--- config.mk ---
export PLATFORM = sky130hd
export DESIGN_NAME = arb_loss_monitor
export DESIGN_NICKNAME = d
export VERILOG_FILES = /design/src/rtl/arb_mon_pkg.sv /design/src/rtl/arbmon_sync.sv /design/src/rtl/arbmon_sample_timer.sv /design/src/rtl/arbmon_bit_tracker.sv /design/src/rtl/arb_loss_monitor.sv
export SDC_FILE = /design/constraint.sdc
export NUM_CORES = 1
export LEC_CHECK = 0
export BUFFER_PORTS_ARGS = -buffer_cell sky130_fd_sc_hd__buf_2
export CAP_MARGIN = 40
export CORE_AREA = 2 2 39 41
export CTS_BUF_LIST = sky130_fd_sc_hd__clkbuf_8
export DETAILED_ROUTE_END_ITERATION = 10
export DIE_AREA = 0 0 41 43
export PLACE_DENSITY = 0.78
export SETUP_SLACK_MARGIN = 0.02
export SYNTH_ARGS = -nofsm -noshare
export SYNTH_HDL_FRONTEND = slang
export SYNTH_SLANG_ARGS = --single-unit
--- constraint.sdc ---
create_clock -name clk -period 3.26 [get_ports clk]
set_input_delay 0.489 -clock clk [delete_from_list [all_inputs] [get_ports clk]]
set_output_delay 0.489 -clock clk [all_outputs]
set_load 0.1 [all_outputs]
--- src/rtl/arb_mon_pkg.sv ---
package arb_mon_pkg;

    typedef enum logic {
        STG_ADDR = 1'b0,
        STG_DATA = 1'b1
    } stage_e;

    typedef struct packed {
        logic   lost;
        stage_e stage;
    } loss_state_s;

endpackage

--- src/rtl/arbmon_sync.sv ---
module arbmon_sync #(
    parameter int WIDTH  = 2,
    parameter int STAGES = 2
) (
    input  logic             clk,
    input  logic             rst_n,
    input  logic [WIDTH-1:0] raw_i,
    output logic [WIDTH-1:0] sync_o
);
    logic [WIDTH-1:0] stage_q [STAGES];

    for (genvar g = 0; g < STAGES; g++) begin : g_stage
        logic [WIDTH-1:0] stage_d;
        if (g == 0) begin : g_first
            always_comb stage_d = raw_i;
        end else begin : g_next
            always_comb stage_d = stage_q[g-1];
        end
        always_ff @(posedge clk or negedge rst_n) begin
            if (!rst_n) stage_q[g] <= '1;
            else        stage_q[g] <= stage_d;
        end
    end

    assign sync_o = stage_q[STAGES-1];
endmodule

--- src/rtl/arbmon_sample_timer.sv ---
module arbmon_sample_timer #(
    parameter int SAMPLE_DLY = 3
) (
    input  logic clk,
    input  logic rst_n,
    input  logic scl_s,
    output logic sample_pulse
);
    localparam int CNT_W = $clog2(SAMPLE_DLY + 2);
    localparam logic [CNT_W-1:0] DLY_V = CNT_W'(SAMPLE_DLY);
    localparam logic [CNT_W-1:0] SAT_V = CNT_W'(SAMPLE_DLY + 1);

    logic [CNT_W-1:0] cnt_d, cnt_q;

    always_comb begin
        cnt_d = cnt_q;
        if (!scl_s)              cnt_d = '0;
        else if (cnt_q != SAT_V) cnt_d = cnt_q + 1'b1;
    end

    always_ff @(posedge clk or negedge rst_n) begin
        if (!rst_n) cnt_q <= '0;
        else        cnt_q <= cnt_d;
    end

    assign sample_pulse = scl_s && (cnt_q == DLY_V);

    assert_single_sample_R3: assert property (@(posedge clk) disable iff (!rst_n)
        sample_pulse |=> !sample_pulse);

    assert_sample_needs_high_R3: assert property (@(posedge clk) disable iff (!rst_n)
        sample_pulse |-> $past(scl_s));
endmodule

--- src/rtl/arbmon_bit_tracker.sv ---
module arbmon_bit_tracker
    import arb_mon_pkg::*;
#(
    parameter int BITS_PER_BYTE = 8
) (
    input  logic   clk,
    input  logic   rst_n,
    input  logic   scl_s,
    input  logic   sample_pulse,
    input  logic   start_mark,
    output logic   bit_strobe,
    output logic   ack_slot,
    output stage_e stage
);
    localparam int IDX_W = $clog2(BITS_PER_BYTE + 1);
    localparam logic [IDX_W-1:0] ACK_IDX = IDX_W'(BITS_PER_BYTE);

    typedef struct packed {
        logic [IDX_W-1:0] idx;
        stage_e           stage;
        logic             skip;
    } trk_s;

    trk_s trk_d, trk_q;

    always_comb begin
        trk_d = trk_q;
        if (!scl_s) trk_d.skip = 1'b0;
        if (start_mark) begin
            trk_d.idx   = '0;
            trk_d.stage = STG_ADDR;
            trk_d.skip  = 1'b1;
        end else if (sample_pulse && !trk_q.skip) begin
            if (trk_q.idx == ACK_IDX) begin
                trk_d.idx   = '0;
                trk_d.stage = STG_DATA;
            end else begin
                trk_d.idx = trk_q.idx + 1'b1;
            end
        end
    end

    always_ff @(posedge clk or negedge rst_n) begin
        if (!rst_n) trk_q <= '{idx: '0, stage: STG_ADDR, skip: 1'b0};
        else        trk_q <= trk_d;
    end

    assign bit_strobe = sample_pulse && !trk_q.skip && !start_mark;
    assign ack_slot   = (trk_q.idx == ACK_IDX);
    assign stage      = trk_q.stage;

    assert_index_bound_R5: assert property (@(posedge clk) disable iff (!rst_n)
        trk_q.idx <= ACK_IDX);

    assert_data_after_ack_R7: assert property (@(posedge clk) disable iff (!rst_n)
        (bit_strobe && ack_slot) |=> (stage == STG_DATA));

    assert_start_restarts_R11: assert property (@(posedge clk) disable iff (!rst_n)
        start_mark |=> (stage == STG_ADDR && trk_q.idx == '0));
endmodule

--- src/rtl/arb_loss_monitor.sv ---
module arb_loss_monitor
    import arb_mon_pkg::*;
#(
    parameter int SYNC_STAGES   = 2,
    parameter int SAMPLE_DLY    = 3,
    parameter int BITS_PER_BYTE = 8
) (
    input  logic clk,
    input  logic rst_n,
    input  logic scl_in,
    input  logic sda_in,
    input  logic scl_tx,
    input  logic sda_tx,
    input  logic start_mark,
    input  logic clear_loss,
    output logic scl_oe,
    output logic sda_oe,
    output logic arb_lost,
    output logic lost_in_addr,
    output logic retry_req
);
    logic [1:0] bus_s;
    logic       scl_s, sda_s;
    logic       sample_pulse, bit_strobe, ack_slot;
    stage_e     cur_stage;

    arbmon_sync #(.WIDTH(2), .STAGES(SYNC_STAGES)) u_sync (
        .clk(clk), .rst_n(rst_n), .raw_i({scl_in, sda_in}), .sync_o(bus_s));
    assign scl_s = bus_s[1];
    assign sda_s = bus_s[0];

    arbmon_sample_timer #(.SAMPLE_DLY(SAMPLE_DLY)) u_timer (
        .clk(clk), .rst_n(rst_n), .scl_s(scl_s), .sample_pulse(sample_pulse));

    arbmon_bit_tracker #(.BITS_PER_BYTE(BITS_PER_BYTE)) u_track (
        .clk(clk), .rst_n(rst_n), .scl_s(scl_s), .sample_pulse(sample_pulse),
        .start_mark(start_mark), .bit_strobe(bit_strobe), .ack_slot(ack_slot),
        .stage(cur_stage));

    loss_state_s st_d, st_q;
    logic        mismatch;

    always_comb begin
        mismatch = !st_q.lost && bit_strobe && !ack_slot && sda_tx && !sda_s;
        st_d = st_q;
        if (clear_loss) st_d.lost = 1'b0;
        if (mismatch) begin
            st_d.lost  = 1'b1;
            st_d.stage = cur_stage;
        end
    end

    always_ff @(posedge clk or negedge rst_n) begin
        if (!rst_n) st_q <= '{lost: 1'b0, stage: STG_ADDR};
        else        st_q <= st_d;
    end

    assign sda_oe       = !st_q.lost && !sda_tx;
    assign scl_oe       = !st_q.lost && !scl_tx;
    assign arb_lost     = st_q.lost;
    assign lost_in_addr = st_q.lost && (st_q.stage == STG_ADDR);
    assign retry_req    = st_q.lost && (st_q.stage == STG_DATA);

    assert_sticky_loss_R8: assert property (@(posedge clk) disable iff (!rst_n)
        (arb_lost && !clear_loss) |=> arb_lost);

    assert_stage_frozen_R8: assert property (@(posedge clk) disable iff (!rst_n)
        (arb_lost && !clear_loss) |=> $stable(retry_req));

    assert_one_stage_R7: assert property (@(posedge clk) disable iff (!rst_n)
        arb_lost |-> (lost_in_addr ^ retry_req));

    assert_loss_needs_release_R4: assert property (@(posedge clk) disable iff (!rst_n)
        $rose(arb_lost) |-> $past(sda_tx));

    assert_loss_needs_sample_R3: assert property (@(posedge clk) disable iff (!rst_n)
        $rose(arb_lost) |-> $past(sample_pulse));
endmodule

# ---- Yosys cells after proc, flatten, opt, wreduce, memory -nomap -nowiden
# Cells that the tools add are included.
dict set report classes {
  eq_ne 5
  n_reduce_logical 22
  bitwise_logic 1
  muxes 10
  addsub 2
}
# operator n
set ops {}
lappend ops {{$logic_and A1 B1 Y1} 11}
lappend ops {{$mux W5} 2}
lappend ops {{$logic_not A1 Y1} 7}
lappend ops {{$mux W3} 2}
lappend ops {{$reduce_bool A2 Y1} 3}
lappend ops {{$add A4 B1 Y4 const B} 1}
lappend ops {{$eq A4 B4 Y1 const B} 1}
lappend ops {{$mux W1} 4}
lappend ops {{$mux W4} 1}
lappend ops {{$add A3 B1 Y3 const B} 1}
lappend ops {{$eq A3 B2 Y1 const B} 1}
lappend ops {{$ne A3 B3 Y1 const B} 1}
lappend ops {{$mux W2} 1}
lappend ops {{$ne A2 B1 Y1 const B} 1}
lappend ops {{$ne A2 B2 Y1 const B} 1}
lappend ops {{$reduce_and A2 Y1} 1}
lappend ops {{$not A1 Y1} 1}
dict set report word_totals {
  elab_cells 48
  reg_bits 15
  out_inout_bits 5
  in_bits 8
}

# ---- Depth between registers and ports, before layout
# Gate-level depths: netlist of the first run.
dict set report logic_depth {
  word_depth 9
  depth_mapped 6
  ltp_nobuf 5
}

# ---- Modules after synthesis
# A second synthesis of the first run with hierarchy kept.
dict set report unflattened {
  cells_unflattened 63
  area_unflattened_um2 693.2
}
# mod area_per_inst_um2 cells_each instances seq_area_each_um2
set by_module_without_submodules {}
lappend by_module_without_submodules {arbmon_bit_tracker 304.0 31 1 150.1}
lappend by_module_without_submodules {arbmon_sample_timer 177.7 18 1 75.1}
lappend by_module_without_submodules {arb_loss_monitor 106.4 10 1 50.0}
lappend by_module_without_submodules {arbmon_sync 105.1 4 1 105.1}

# ---- Least setup slack after synthesis of the first run
# Ideal clock, no wire load.
dict set report synth_timing {
  path_kind {reg2out}
  startpoint {register st_q, in the netlist arb_lost}
  endpoint {output lost_in_addr}
  slack_ns 0.378
  n_path_buf 0
  stages_incl_launch_ff 3
  required_ns 2.771
  arrival_ns 2.393
  path_cell_list {dfrtp_1 -> inv_1 -> nor2_1}
}
dict set report synth_between {
  elab_chain_cells 1
}
# item line_no
set synth_lines {}
lappend synth_lines {{from (decl)} arb_loss_monitor.sv:40} ;# loss_state_s st_d, st_q;
lappend synth_lines {{from (signal assigned)} arb_loss_monitor.sv:54} ;# if (!rst_n) st_q <= '{lost: 1'b0, stage: STG_ADDR};
lappend synth_lines {{from (signal assigned)} arb_loss_monitor.sv:55} ;# else st_q <= st_d;
lappend synth_lines {{$logic_and A1 B1 Y1} arb_loss_monitor.sv:61} ;# assign lost_in_addr = st_q.lost && (st_q.stage == STG_ADDR);
lappend synth_lines {{to (decl)} arb_loss_monitor.sv:19} ;# output logic lost_in_addr,
# Every way passes these cells.

# ---- Final worst setup path of the first run
# Ends and elaborated chain as after synthesis.

==> results of run 1 <==
## power groups by stage
stage / Clock (uW) / Combinational (uW) / Sequential [uW]
after floorplan: 0 / 65.6 / 224
after global placement: 0 / 83.3 / 226
after detailed placement: 0 / 86.3 / 228
after CTS: 163 / 86.7 / 225
after global routing: 168 / 97.7 / 227
final: 158 / 84.3 / 225
## through the flow
stage	hold slack, ns	instance area [um^2]	total power (uW)	util
finish	0.115	838	467	0.606
global route	0.150	838	492	0.606
CTS	0.120	838	475	0.606
detailed placement	0.348	790	315	0.571
global placement	0.346	790	309	0.571
floorplan	0.193	721	290	-
## worst max-delay path: cells and delay by family, from the launching register on
family / cells / cell delay (ns)
buffers and inverters: 2 / 0.49
and+or+nand+nor: 1 / 0.09
DFF: 1 / 0.43
## worst paths after layout
kind | from | to | depth (start not counted)
hold reg to reg | u_sync.g_stage[1].stage_d[1] | u_sync.sync_o[1] | 0
setup / recovery | arb_lost | lost_in_addr | 3
hold / removal | rst_n | arb_lost | 1
setup reg to reg | u_timer.cnt_q[1] | st_q[0] | 5
min in group clk | scl_in | u_sync.g_stage[1].stage_d[1] | 1
max in group asynchronous | rst_n | u_sync.g_stage[1].stage_d[1] | 1
## cell families after synthesis
logic type	count (synthesis)
xor+xnor	1
fa+ha+maj	5
buf+inv	8
simple gates	18
compound gates	12
mux	2
flops	15
## cell type report
type / instances / area [um^2] / share of cell area
Clock inverter: 1 / 7.51 / 0.00896
Inverter: 7 / 26.3 / 0.0313
Clock buffer: 3 / 41.3 / 0.0493
Tap cell: 16 / 20.0 / 0.0239
Sequential cell: 15 / 380 / 0.454
Timing Repair Buffer: 12 / 60.1 / 0.0716
Multi-Input combinational cell: 38 / 303 / 0.361
## placed cells by master, fill, tap and decap left out, types with 2 or more instances in the layout
cell type and count:
a21boi_0 2, a21oi_1 3, buf_2 12, clkbuf_8 3, dfrtp_1 11, dfstp_2 4
ha_1 5, inv_1 7, nand2_1 3, nand3_1 3, nor2_1 5
## routing by layer
metal	wire length, um	vias to the layer above
li1	-	238
met1	506	233
met2	580	15
met3	75	5
met5	0	-
met4	44	0
## registers in the layout (all words and copies together), names as in the netlist
signal,cells
arb_lost,1
u_track.trk_q,5
u_sync.g_stage.stage_d,2
st_q,1
u_sync.sync_o,2
u_track.stage,1
u_timer.cnt_q,3
==> flow_metrics.env, run 1 <==
export IMPL_outcome="finished, final reports clean"
export IMPL_leakage_uw=0.000384
export IMPL_wl_per_cell_um=13.1
export IMPL_yosysUniqueCellTypes=27
export IMPL_worstMarginPinSlew_ns=0.485
export IMPL_critical_path_max_stage_delay_ns=0.43
export IMPL_critPathArrivalTime_ns=1.27
export IMPL_die_w_um=41
export IMPL_grt_start_max_net_pins=16
export IMPL_internal_power_uw=329
export IMPL_drcViolationCount=0
export IMPL_grt_usage=0.165
export IMPL_overflow=0
export IMPL_synth_area_um2=721
export IMPL_clk_latency_ns=0.26
export IMPL_crit_fanout=6
export IMPL_met3_usage=0.0471
export IMPL_gp_congestion=0.737
export IMPL_synth_flop_cell="dfrtp_1"
export IMPL_synth_edf_count=0
export IMPL_grt_util_met1=0.173
export IMPL_synth_xor_area_frac=0.0122
export IMPL_rows=14
export IMPL_synthArstFlopShare=1.00
export IMPL_drt_total_wl_um=1210
export IMPL_synth_simple_area_share=0.148
export IMPL_dp_final_hpwl_um=887
export IMPL_clkTransAtPathRegs_ns=0.07
export IMPL_grt_pass1_wl_um=1830
export IMPL_fp_dieH_um=43
export IMPL_cts_resized=0
export IMPL_rsz0062_at_grt="false"
export IMPL_antenna_found_initial=0
export IMPL_hold_buffers=0
export IMPL_nets=90
export IMPL_avgSynthCellArea_um2=11.8
export IMPL_place_ws_ns=1.65
export IMPL_synth_seq_cells=15
export IMPL_placed_cells=88
export IMPL_drt_initial_drc_count=1
export IMPL_fin_tns_setup_ns=0
export IMPL_required_ns=2.77
export IMPL_syn_to_final_growth_pct=16.3
export IMPL_globalRoute_busiestLayer="met2"
export IMPL_start_util=0.521
export IMPL_irDropWorstVdd_mv=0.294
export IMPL_synthAdderAreaFrac=0.0868
export IMPL_synthCells=61
export IMPL_io_buffers=12
export IMPL_via_per_inst=5.34
export IMPL_synth_top_family_by_area="simple AND/OR/NAND/NOR gates"
export IMPL_synth_compound_area_frac=0.139
export IMPL_r2r_slack_ns=1.61
export IMPL_finClkSkew_ns=0.00488
export IMPL_cts_buffers=3
export IMPL_drive_gt1_frac=0.355
export IMPL_crit_chain="inv_1, nor2_1, buf_2"
export IMPL_fin_ws_ns=1.50
export IMPL_antenna_cells=0
export IMPL_clkPwrFrac=0.338
export IMPL_synth_area_leaders="dfrtp_1 (38%), dfstp_2 (15%), ha_1 (8.7%)"
export IMPL_p_per_area_nw_per_um2=557
export IMPL_synth_top_area_frac=0.382
export IMPL_clockRootBuffer="clkbuf_8"
export IMPL_power_switching_uw=138
export IMPL_max_clock_freq_mhz=567
export IMPL_io_pins=13
export IMPL_grt_pass1_vias=451
export IMPL_first_pass_iters=2
export IMPL_dieArea_um2=1760
export IMPL_yosysWarnings=0
export IMPL_synth_common_cells="dfrtp_1 (11), inv_1 (7), ha_1 (5), nor2_1 (5), dfstp_2 (4)"
export IMPL_slew_violations=0
export IMPL_setup_viol_count_final=0
export IMPL_start_kind="flop"
export IMPL_syn_nets=74
export IMPL_power_frac_comb=0.180
export IMPL_hold_path_class="input port to asynchronous set/reset pin"
export IMPL_critical_path_class="flop to primary output"
export IMPL_cts_buffer_depth=2
export IMPL_drv_cap=0
export IMPL_synth_seq_area_share=0.528
export IMPL_fin_cells=92
export IMPL_cts_setup_buffers=0
export IMPL_cts_tree="built"
export IMPL_period_minus_slack_ns=1.76
export IMPL_n_fill_cell=112
export IMPL_p_seq_frac=0.482
export IMPL_ant_nets=0
export IMPL_use_met2=0.253
export IMPL_cp_slowest_cell="dfrtp_1"
export IMPL_yosysMostFrequentCell="dfrtp_1"
export IMPL_finalHoldViolCount=0
export IMPL_endpoint_kind="primary output"
export IMPL_cts_sinks=15
export IMPL_switching_share=0.295
export IMPL_num_vias=491
export IMPL_yosysTopAreaCell="dfrtp_1"
export IMPL_synth_mux_area_fraction=0.0347
export IMPL_core_area_um2=1380
export IMPL_slew_headroom=0.679
export IMPL_fin_crit_sh=0.541
export IMPL_htree_levels=1
Power figures use the tool's default switching activity.
==> run 2, diff against run 1 <==
CORE_AREA = 2 2 40 42   (was 2 2 39 41)
DIE_AREA = 0 0 42 44   (was 0 0 41 43)
PLACE_DENSITY = 0.74   (was 0.78)
clock period = 1.8 ns   (was 3.26 ns; I/O delays follow)
==> run 2 against run 1 <==
Via count fell by 1.4%. Clock-buffer cell count is the same. Critical endpoint is now st_q[0]. First-iteration DRC count grew to 6.0 times the previous value. Critical path type is now flop to flop. Sequential power rose by 81%. Power increased by 77%. Worst hold slack better by 0.0038 ns. Sequential cell count unchanged.
==> flow_metrics.env, run 2 (synthesis results as in run 1) <==
export IMPL_nets=91
export IMPL_clk_latency_ns=0.25
export IMPL_first_pass_iters=2
export IMPL_globalRoute_busiestLayer="met2"
export IMPL_final_common_cell="buf_2"
export IMPL_fp_dieH_um=44
export IMPL_largest_register_ff_count=5
export IMPL_cp_slowest_cell="and3b_1"
export IMPL_grt_start_max_net_pins=16
export IMPL_drt_total_wl_um=1150
export IMPL_antenna_cells=0
export IMPL_fin_crit_sh=0.895
export IMPL_finClkSkew_ns=0.00207
export IMPL_hold_path_class="input port to flop"
export IMPL_fin_ws_ns=0.189
export IMPL_drive_gt1_frac=0.416
export IMPL_drcViolationCount=0
export IMPL_cts_buffers=3
export IMPL_worst_path_most_repeated_cell="ha_1"
export IMPL_clockRootBuffer="clkbuf_8"
export IMPL_die_w_um=42
export IMPL_grt_pass1_wl_um=1990
export IMPL_layout_common_cells="buf_2 (12), dfrtp_1 (10), inv_1 (7)"
export IMPL_crit_fanout=9
export IMPL_ant_nets=0
export IMPL_cts_buffer_depth=2
export IMPL_r2r_cells=5
export IMPL_core_area_um2=1420
export IMPL_crit_chain="ha_1, ha_1, and3b_1, nand3_2, mux2_4"
export IMPL_required_ns=1.93
export IMPL_dieArea_um2=1850
export IMPL_cts_sinks=15
export IMPL_critPathArrivalTime_ns=1.75
export IMPL_irDropWorstVdd_mv=0.768
export IMPL_num_vias=484
export IMPL_rows=14
export IMPL_p_per_area_nw_per_um2=962
export IMPL_setup_viol_count_final=0
export IMPL_start_kind="flop"
export IMPL_dp_final_hpwl_um=860
export IMPL_cts_tree="built"
export IMPL_slew_headroom=0.679
export IMPL_grt_pass1_vias=484
export IMPL_worstReg2RegEnd="st_q[0]"
export IMPL_leakage_uw=0.000392
export IMPL_io_pins=13
export IMPL_via_per_inst=5.20
export IMPL_top_regs="u_track.trk_q: 5 flops, u_timer.cnt_q: 3 flops"
export IMPL_critical_path_class="flop to flop"
export IMPL_critical_path_max_stage_delay_ns=0.38
export IMPL_cp_endpoint="st_q[0]"
export IMPL_placed_area_um2=805
export IMPL_endpoint_kind="flop"
export IMPL_wl_per_cell_um=12.3
export IMPL_drt_initial_drc_count=6
export IMPL_finalHoldViolCount=0
export IMPL_clkTransAtPathRegs_ns=0.06
export IMPL_period_minus_slack_ns=1.61
export IMPL_r2r_slack_ns=0.19
export IMPL_place_ws_ns=0.191
export IMPL_grt_util_met1=0.162
export IMPL_worstMarginPinSlew_ns=0.484
export IMPL_drv_cap=0
export IMPL_gp_congestion=0.793
export IMPL_slew_violations=0
export IMPL_use_met2=0.244
export IMPL_fin_tns_setup_ns=0
export IMPL_crit_start="u_timer.cnt_q[1]"
export IMPL_antenna_found_initial=0
export IMPL_htree_levels=1
export IMPL_fin_area_um2=861
export IMPL_met3_usage=0.0792
export IMPL_grt_usage=0.153
export IMPL_top_register="u_track.trk_q"
export IMPL_rsz0062_at_grt="false"
export IMPL_start_util=0.508
export IMPL_io_buffers=12
export IMPL_syn_to_final_growth_pct=19.4
export IMPL_overflow=0
export IMPL_outcome="finished, final reports clean"
export IMPL_cts_setup_buffers=0
export IMPL_r2r_start="u_timer.cnt_q[1]"
export IMPL_max_clock_freq_mhz=621
[run 2: changes by cell type in the layout (fill, tap and decap cells not counted), sizes merged]
cell         before  now
clkinv            0    1
clkinvlp          1    0
dlygate4sd3       0    1
[run 2: final cells by class]
| type | count | area [um^2] |
|---|---|---|
| clock buffers | 3 | 41.3 |
| clock inverters | 1 | 5.00 |
| fillers | 123 | 558 |
| inverters | 7 | 26.3 |
| multi-input cells | 38 | 317 |
| flip-flops and latches | 15 | 382 |
| well taps | 16 | 20.0 |
| repair buffers | 13 | 70.1 |
[run 2: worst max-delay path, delay by kind of cell (launching register included)]
kind	cells	cell delay [ns]
adder cells (fa/ha/maj)	2	0.29
flip-flops	1	0.37
multiplexers	1	0.32
AND/OR/NAND/NOR	2	0.52
[run 2: power breakdown]
group	internal, uW	total, uW	switching (uW)
clock network	153	265	112
logic	63.4	156	92.5
registers	379	407	27.9
[run 2: per-stage QoR]
stage / hold WS (ns) / total power [uW] / instances / utilization
floorplan: -0.0256 / 526 / 61 / -
global placement: 0.181 / 562 / 88 / 0.567
detailed placement: 0.182 / 569 / 88 / 0.567
CTS: 0.109 / 841 / 93 / 0.607
global route: 0.0990 / 894 / 93 / 0.607
finish: 0.118 / 828 / 93 / 0.607
[run 2: worst min-delay path by stage]
stage / startpoint / endpoint / slack [ns] / depth (start not counted)
floorplan: rst_n / arb_lost / -0.03 / 0
global placement: rst_n / u_timer.cnt_q[2] / 0.18 / 1
detailed placement: rst_n / u_timer.cnt_q[2] / 0.18 / 1
CTS: scl_in / u_sync.g_stage[1].stage_d[1] / 0.11 / 1
global route: scl_in / u_sync.g_stage[1].stage_d[1] / 0.1 / 1
finish: sda_in / u_sync.g_stage[1].stage_d[0] / 0.12 / 1
[run 2: routing by layer]
metal,vias to the layer above,part of all wire
met5,-,0
met4,0,0.031
met3,5,0.077
met2,15,0.46
met1,223,0.43
li1,241,-
[run 2: timing repair]
item,CTS,global route
hold buffers,1,0
resized for setup,0,0
endpoints found under the setup margin,0,0
hold endpoints to repair,11,0
